**config.mk**
```make
export PLATFORM = sky130hd
export DESIGN_NAME = tsi_serial_port
export DESIGN_NICKNAME = d
export VERILOG_FILES = /design/src/rtl/tsi_pkg.sv /design/src/rtl/tsi_sync.sv /design/src/rtl/tsi_timing.sv /design/src/rtl/tsi_lane.sv /design/src/rtl/tsi_serial_port.sv
export SDC_FILE = /design/constraint.sdc
export NUM_CORES = 1
export LEC_CHECK = 0
export BUFFER_PORTS_ARGS = -buffer_cell sky130_fd_sc_hd__buf_4
export CORE_MARGIN = 1
export CORE_UTILIZATION = 30
export DETAILED_ROUTE_END_ITERATION = 16
export HOLD_SLACK_MARGIN = 0.05
export SLEW_MARGIN = 0
export SYNTH_ARGS = -nofsm -noshare
export SYNTH_HDL_FRONTEND = slang
export SYNTH_HIERARCHICAL = 1
export SYNTH_SLANG_ARGS = --single-unit
```
**constraint.sdc**
```tcl
create_clock -name clk -period 3.95 [get_ports clk]
set_input_delay 0.395 -clock clk [delete_from_list [all_inputs] [get_ports clk]]
set_output_delay 0.395 -clock clk [all_outputs]
set_load 0.01 [all_outputs]
```
**src/rtl/tsi_pkg.sv**
```systemverilog
package tsi_pkg;

  localparam int BYTE_W = 8;

  // Slot counter step with wrap at the frame length.
  function automatic int unsigned slot_after(input int unsigned s, input int unsigned n);
    return (s + 1 >= n) ? 0 : s + 1;
  endfunction

  // Mode code 0 selects the double-rate data clock; every other code is single-rate.
  function automatic logic is_double(input logic [2:0] m);
    return m == 3'd0;
  endfunction

endpackage

```
**src/rtl/tsi_sync.sv**
```systemverilog
module tsi_sync #(
  parameter int W      = 1,
  parameter int STAGES = 2
) (
  input  logic         clk,
  input  logic         rst_n,
  input  logic [W-1:0] d,
  output logic [W-1:0] q
);

  logic [W-1:0] st [STAGES];

  always_ff @(posedge clk or negedge rst_n) begin
    if (!rst_n) st[0] <= '0;
    else        st[0] <= d;
  end

  for (genvar i = 1; i < STAGES; i++) begin : g_stage
    always_ff @(posedge clk or negedge rst_n) begin
      if (!rst_n) st[i] <= '0;
      else        st[i] <= st[i-1];
    end
  end

  assign q = st[STAGES-1];

endmodule

```
**src/rtl/tsi_timing.sv**
```systemverilog
module tsi_timing
  import tsi_pkg::*;
#(
  parameter int SLOTS = 32,
  localparam int SW   = (SLOTS > 1) ? $clog2(SLOTS) : 1
) (
  input  logic          clk,
  input  logic          rst_n,
  input  logic          dclk_s,
  input  logic          fs_s,
  input  logic          dbl,
  output logic          smp,
  output logic          byte_done,
  output logic          drv,
  output logic          load,
  output logic          go_idle,
  output logic          tx_run,
  output logic          rx_valid,
  output logic [SW-1:0] rx_slot,
  output logic          tx_req,
  output logic [SW-1:0] tx_slot
);

  localparam logic [SW-1:0] LAST_SLOT = SW'(SLOTS - 1);

  // Edge events of the synchronized data clock.
  logic dclk_q, fs_q, rise, fall, start;
  assign rise  = dclk_s & ~dclk_q;
  assign fall  = ~dclk_s & dclk_q;
  assign start = fall & fs_s & ~fs_q;

  always_ff @(posedge clk or negedge rst_n) begin
    if (!rst_n) begin
      dclk_q <= 1'b0;
      fs_q   <= 1'b0;
    end else begin
      dclk_q <= dclk_s;
      if (fall) fs_q <= fs_s;
    end
  end

  // Receive position: bit in slot, slot in frame, half-step phase for double rate.
  logic          rx_act, ph, frame_end;
  logic [2:0]    rbit, cur_bit;
  logic [SW-1:0] rslot, cur_slot;

  assign cur_bit   = start ? 3'd0 : rbit;
  assign cur_slot  = start ? '0 : rslot;
  assign smp       = fall & (start ? ~dbl : (rx_act & (~dbl | ph)));
  assign byte_done = smp & (cur_bit == 3'd7);
  assign frame_end = byte_done & (cur_slot == LAST_SLOT);

  always_ff @(posedge clk or negedge rst_n) begin
    if (!rst_n) begin
      rx_act <= 1'b0;
      ph     <= 1'b0;
      rbit   <= 3'd0;
      rslot  <= '0;
    end else if (fall && (start || rx_act)) begin
      if (smp) begin
        rbit   <= cur_bit + 3'd1;
        rslot  <= (cur_bit == 3'd7) ? SW'(slot_after(32'(cur_slot), SLOTS)) : cur_slot;
        ph     <= 1'b0;
        rx_act <= ~frame_end;
      end else begin
        ph     <= 1'b1;
        rx_act <= 1'b1;
        rbit   <= cur_bit;
        rslot  <= cur_slot;
      end
    end
  end

  always_ff @(posedge clk or negedge rst_n) begin
    if (!rst_n) begin
      rx_valid <= 1'b0;
      rx_slot  <= '0;
    end else begin
      rx_valid <= byte_done;
      if (byte_done) rx_slot <= cur_slot;
    end
  end

  // Transmit position, advanced on eligible rising edges.
  logic          tdone;
  logic [2:0]    tbit;
  logic [SW-1:0] tslot;

  assign drv     = rise & tx_run & ~tdone & (~dbl | ph);
  assign load    = drv & (tbit == 3'd0);
  assign go_idle = rise & tx_run & tdone;

  always_ff @(posedge clk or negedge rst_n) begin
    if (!rst_n) begin
      tx_run <= 1'b0;
      tdone  <= 1'b0;
      tbit   <= 3'd0;
      tslot  <= '0;
    end else if (start) begin
      tx_run <= 1'b1;
      tdone  <= 1'b0;
      tbit   <= 3'd0;
      tslot  <= '0;
    end else if (go_idle) begin
      tx_run <= 1'b0;
    end else if (drv) begin
      tbit <= tbit + 3'd1;
      if (tbit == 3'd7) begin
        tslot <= SW'(slot_after(32'(tslot), SLOTS));
        if (tslot == LAST_SLOT) tdone <= 1'b1;
      end
    end
  end

  always_ff @(posedge clk or negedge rst_n) begin
    if (!rst_n) begin
      tx_req  <= 1'b0;
      tx_slot <= '0;
    end else begin
      tx_req <= load;
      if (load) tx_slot <= SW'(slot_after(32'(tslot), SLOTS));
    end
  end

  // Checker state: was the previous falling edge a sampling edge.
  logic prev_smp;
  always_ff @(posedge clk or negedge rst_n) begin
    if (!rst_n)    prev_smp <= 1'b0;
    else if (fall) prev_smp <= smp;
  end

  AST_DBL_START_ARM: assert property (@(posedge clk) disable iff (!rst_n)
    (start && dbl) |=> (rx_act && ph && rbit == 3'd0 && rslot == '0));
  AST_DBL_SAMPLE_GAP: assert property (@(posedge clk) disable iff (!rst_n)
    (fall && dbl && prev_smp && !start) |-> !smp);
  AST_SINGLE_START_SAMPLES: assert property (@(posedge clk) disable iff (!rst_n)
    (start && !dbl) |=> (rbit == 3'd1 && rslot == '0));
  AST_RXV_AFTER_SAMPLE: assert property (@(posedge clk) disable iff (!rst_n)
    rx_valid |-> $past(smp));
  AST_TXREQ_IN_FRAME: assert property (@(posedge clk) disable iff (!rst_n)
    tx_req |-> tx_run);
  AST_START_RESETS_TX: assert property (@(posedge clk) disable iff (!rst_n)
    start |=> (tx_run && !tdone && tbit == 3'd0 && tslot == '0));

endmodule

```
**src/rtl/tsi_lane.sv**
```systemverilog
module tsi_lane
  import tsi_pkg::*;
(
  input  logic              clk,
  input  logic              rst_n,
  input  logic              dn_s,
  input  logic              smp,
  input  logic              byte_done,
  input  logic              drv,
  input  logic              load,
  input  logic              go_idle,
  input  logic              run,
  input  logic              tx_req,
  input  logic [BYTE_W-1:0] tx_byte,
  output logic              up,
  output logic [BYTE_W-1:0] rx_byte
);

  logic [BYTE_W-1:0] rx_sh, hold, tx_sh;

  // Receive: shift MSB first, publish on the eighth bit.
  always_ff @(posedge clk or negedge rst_n) begin
    if (!rst_n) begin
      rx_sh   <= '0;
      rx_byte <= '0;
    end else if (smp) begin
      rx_sh <= {rx_sh[BYTE_W-2:0], dn_s};
      if (byte_done) rx_byte <= {rx_sh[BYTE_W-2:0], dn_s};
    end
  end

  // Transmit: hold register filled one slot ahead, shifted MSB first.
  always_ff @(posedge clk or negedge rst_n) begin
    if (!rst_n) begin
      hold  <= '1;
      tx_sh <= '1;
      up    <= 1'b1;
    end else begin
      if (tx_req) hold <= tx_byte;
      if (go_idle) begin
        up <= 1'b1;
      end else if (load) begin
        up    <= hold[BYTE_W-1];
        tx_sh <= {hold[BYTE_W-2:0], 1'b1};
      end else if (drv) begin
        up    <= tx_sh[BYTE_W-1];
        tx_sh <= {tx_sh[BYTE_W-2:0], 1'b1};
      end
    end
  end

  AST_UP_HIGH_WHEN_IDLE: assert property (@(posedge clk) disable iff (!rst_n)
    !run |-> up);

endmodule

```
**src/rtl/tsi_serial_port.sv**
```systemverilog
module tsi_serial_port
  import tsi_pkg::*;
#(
  parameter int SLOTS       = 32,
  parameter int LANES       = 2,
  parameter int SYNC_STAGES = 2,
  localparam int SW         = (SLOTS > 1) ? $clog2(SLOTS) : 1
) (
  input  logic                clk,
  input  logic                rst_n,
  input  logic [2:0]          mode,
  input  logic                dclk,
  input  logic                fsync,
  input  logic [LANES-1:0]    dn,
  output logic [LANES-1:0]    up,
  output logic                rx_valid,
  output logic [SW-1:0]       rx_slot,
  output logic [8*LANES-1:0]  rx_byte,
  output logic                tx_req,
  output logic [SW-1:0]       tx_slot,
  input  logic [8*LANES-1:0]  tx_byte
);

  localparam int SYNC_W = LANES + 2;

  logic [SYNC_W-1:0] sync_q;
  logic [LANES-1:0]  dn_s;
  logic              dclk_s, fs_s, dbl;

  tsi_sync #(.W(SYNC_W), .STAGES(SYNC_STAGES)) u_sync (
    .clk(clk), .rst_n(rst_n), .d({fsync, dclk, dn}), .q(sync_q)
  );

  assign {fs_s, dclk_s, dn_s} = sync_q;
  assign dbl = is_double(mode);

  logic smp, byte_done, drv, load, go_idle, tx_run;

  tsi_timing #(.SLOTS(SLOTS)) u_timing (
    .clk(clk), .rst_n(rst_n), .dclk_s(dclk_s), .fs_s(fs_s), .dbl(dbl),
    .smp(smp), .byte_done(byte_done), .drv(drv), .load(load),
    .go_idle(go_idle), .tx_run(tx_run), .rx_valid(rx_valid),
    .rx_slot(rx_slot), .tx_req(tx_req), .tx_slot(tx_slot)
  );

  for (genvar g = 0; g < LANES; g++) begin : g_lane
    tsi_lane u_lane (
      .clk(clk), .rst_n(rst_n), .dn_s(dn_s[g]), .smp(smp),
      .byte_done(byte_done), .drv(drv), .load(load), .go_idle(go_idle),
      .run(tx_run), .tx_req(tx_req), .tx_byte(tx_byte[8*g +: 8]),
      .up(up[g]), .rx_byte(rx_byte[8*g +: 8])
    );
  end

endmodule

```
==> results by group <==
Status
  • Status: completed

Finish
  • Share of layout cells above drive strength 1: 43.1%
  • Commonest non-fill, non-tap cell in the layout: dfrtp_1
  • Commonest cells after routing, fill and taps aside: dfrtp_1, buf_4, dfstp_2
  • Fillers: 1434
  • Antenna diodes: 0
  • Multi-input logic area: 1780 sq um
  • Nets: 428
  • Syn-to-layout area delta: 20.1%
  • Cell Count, Final, Fillers Out: a little under 600
  • Register area: 2640 sq um

STA
  • Worst Max-Slew Pin Slew: approximately 1.0 ns
  • Crit path time final: 2.77 ns
  • Final WS setup: between 1 and 1.5 ns
  • Total Neg Setup Slack: 0 ns
  • Clock skew: ~0.0057 ns
  • Max Clock Freq: roughly 360 MHz
  • Setup violations, final: 0
  • RSZ-0062 raised after global routing: no
  • Rel. slew slack: 30.0%
  • Hold slack: 0.150 ns
  • Count of pins over their slew limit: 0
  • Tcrit/Tclk final: 70.1%
  • Final hold vios: 0

Drt
  • Vias per cell: 4.68
  • Routed WL per cell: about 15 um
  • Residual DRC: 0
  • Initial DRC Count: 115
  • Total number of vias: 2726
  • Routed Antenna Nets: 0
  • Pre-Repair DR Iteration Count: 6
  • Drt total wl: 8.53 mm

Clock tree
  • Clock transition at path regs: 0.07 ns
  • Worst-skew pair later-pin latency: 0.35 ns
  • Post-CTS Setup Repair Bufs: 0
  • Maximum clock insertion buffer count: 2
  • TritonCTS Buffers: 9
  • H-tree lvl count: 3
  • CTS root buf: clkbuf_16
  • Hold buffers post-CTS: 1
  • Resize count post-CTS: 0
  • Clk sinks: 104
  • CTS tree: done

Synth
  • Syn Area/Cell: 13.6 sq um
  • Post-synthesis sequential area ratio: 57.9%
  • Cell count after synthesis: 336
  • Yosys reg bits: between 100 and 150
  • YS warnings: 6
  • EDFF count, synth: 0
  • Net Count, Synth: 369
  • Dominant synthesized flop cell: dfrtp_1
  • Yosys cell types: 52
  • Async set-reset flop share out of synthesis: 100%
  • Mapped Area: 4570 sq um

Floorplanning
  • # rows: 44
  • Die area: 15700 sq um
  • Die Height: 125 um
  • Total core area: 14700 sq um
  • Die Wd: 125 um
  • Initial Util: 31.1%
  • Top-level port count: 55

Critical path
  • Setup slack, reg-to-reg: 1.18 ns
  • Critical Path Fanout Max: 22
  • Crit path capture type: flop
  • Setup Crit Path Kind: reg -> reg
  • Critical Path RT: approximately 4.2 ns
  • R2R depth: 6
  • Reg-to-Reg Start: u_timing/dclk_q
  • Critical path launch point type: flop
  • Worst Path Arrival: 3.04 ns
  • Reg2reg end: g_lane[0].u_lane/tx_sh[5]

Power and ir drop
  • Peak supply drop: just over 0.2 mV
  • Leak Pwr: 2.47 nW
  • Power per cell area: 600 nW/um^2

Placement
  • Placer Congestion: 0.743
  • Detailed placer's ending HPWL: 5.74 mm
  • I/O Buffers: 54
  • Place WS: 1.11 ns
  • Dpl cells: 567

Min path
  • HP Start: fsync
  • Hold Path Class: in -> reg
  • Hold-critical path depth: 1
  • Hold EP: u_sync/st[7]

Global routing
  • GRT overflow: 0
  • First-pass GRT wire length: 14.6 mm
  • Number of global-route vias before repair: 2896
  • Initial antenna violation count: 0
  • Largest net degree at the start of global routing: 45
  • GR Util All Layers: 11.8%

Run
  • Max Cap Viol: 0
## power breakdown
part           total, mW  internal, mW  switching (mW)  leakage (nW)
Combinational      0.639         0.374           0.265          1.06
Sequential          1.69          1.48           0.214          1.25
Clock              0.958         0.556           0.401         0.152
## critical path, stage by stage, from the launching register on
cell      delay, ns
dfrtp_1        0.42
nand3b_4       0.21
nor3_4         0.86
and3b_1        0.75
nor2_1         0.15
a32oi_1        0.22
nand2_1        0.07
## cell type report
cell class | count | area share [%]
clock buffers | 9 | 4.11
clock inverters | 6 | 1.71
inverters | 15 | 1.03
multi-input cells | 205 | 32.5
flip-flops and latches | 104 | 48.2
well taps | 184 | 4.20
repair buffers | 60 | 8.26
## synth_stat cells (3+ instances only)
| master | number | area share, % |
|---|---|---|
| mux2_2 | 31 | 7.6 |
| buf_4 | 5 | 0.82 |
| and3_1 | 3 | 0.41 |
| nand2b_1 | 3 | 0.41 |
| o21ai_1 | 3 | 0.33 |
| mux2_1 | 7 | 1.7 |
| nand2_1 | 12 | 0.99 |
| a21oi_1 | 17 | 1.9 |
| mux2i_1 | 11 | 2.4 |
| xnor2_1 | 4 | 0.77 |
| buf_2 | 4 | 0.44 |
| dfrtp_1 | 72 | 39 |
| dfstp_2 | 32 | 18 |
| and2_1 | 4 | 0.55 |
| mux2_4 | 16 | 5.3 |
| o22ai_1 | 20 | 2.7 |
| nor2b_1 | 3 | 0.41 |
| nand3_1 | 4 | 0.44 |
| ha_1 | 8 | 2.2 |
| inv_1 | 14 | 1.2 |
| nor2_1 | 20 | 1.6 |
| nand2b_4 | 6 | 1.8 |
## metal layers
metal	routed length [um]	track usage, %	part of all wire [%]
met1	4080	15.2	48
met2	4020	18.7	47
met3	353	4.11	4.1
met4	82	3.23	0.96
met5	0	0	0
## cells by family (layout without fill, tap and decap cells)
family | count (synthesis) | after routing | synth area share, %
DFF | 104 | 104 | 57.9
and+or+nand+nor | 71 | 71 | 10.9
muxes | 65 | 65 | 17.0
AOI/OAI and AO/OA | 55 | 55 | 7.81
buffers and inverters | 27 | 90 | 3.07
adders and majority gates | 8 | 8 | 2.19
xor gates and xnor gates | 6 | 6 | 1.15
## per-stage QoR
step	area (sq um)	utilization (%)	power, mW
2_1_floorplan	4570	-	2.10
3_3_place_gp	5150	35.1	2.33
3_5_place_dp	5150	35.1	2.36
4_1_cts	5480	37.3	3.34
5_1_grt	5480	37.3	3.49
6_report	5480	37.3	3.29
## state kept, by name, indices dropped and copies added (netlist names), 3 cells and up
signal,flops
u_sync/st,4
u_timing/tslot,5
g_lane.u_lane/tx_sh,14
g_lane.u_lane/rx_byte,16
u_timing/tx_slot,5
u_timing/tbit,3
g_lane.u_lane/rx_sh,14
g_lane.u_lane/hold,16
u_timing/rx_slot,5
u_timing/rbit,3
u_sync/q,4
u_timing/rslot,5
## how the worst max path moves through the flow
| stage | from | endpoint | slack [ns] | cells after the start |
|---|---|---|---|---|
| floorplan | u_sync/q[2] | g_lane[0].u_lane/rx_byte[0] | 1.29 | 11 |
| global placement | mode[1] | g_lane[0].u_lane/tx_sh[5] | 1.20 | 8 |
| detailed placement | mode[1] | g_lane[0].u_lane/tx_sh[5] | 1.11 | 8 |
| finish | u_timing/dclk_q | g_lane[0].u_lane/tx_sh[5] | 1.18 | 6 |
| global route | u_timing/dclk_q | g_lane[1].u_lane/tx_sh[7] | 0.94 | 5 |
| CTS | u_timing/dclk_q | g_lane[0].u_lane/tx_sh[5] | 1.16 | 6 |
Note: power is estimated with default switching activity, not from simulation.
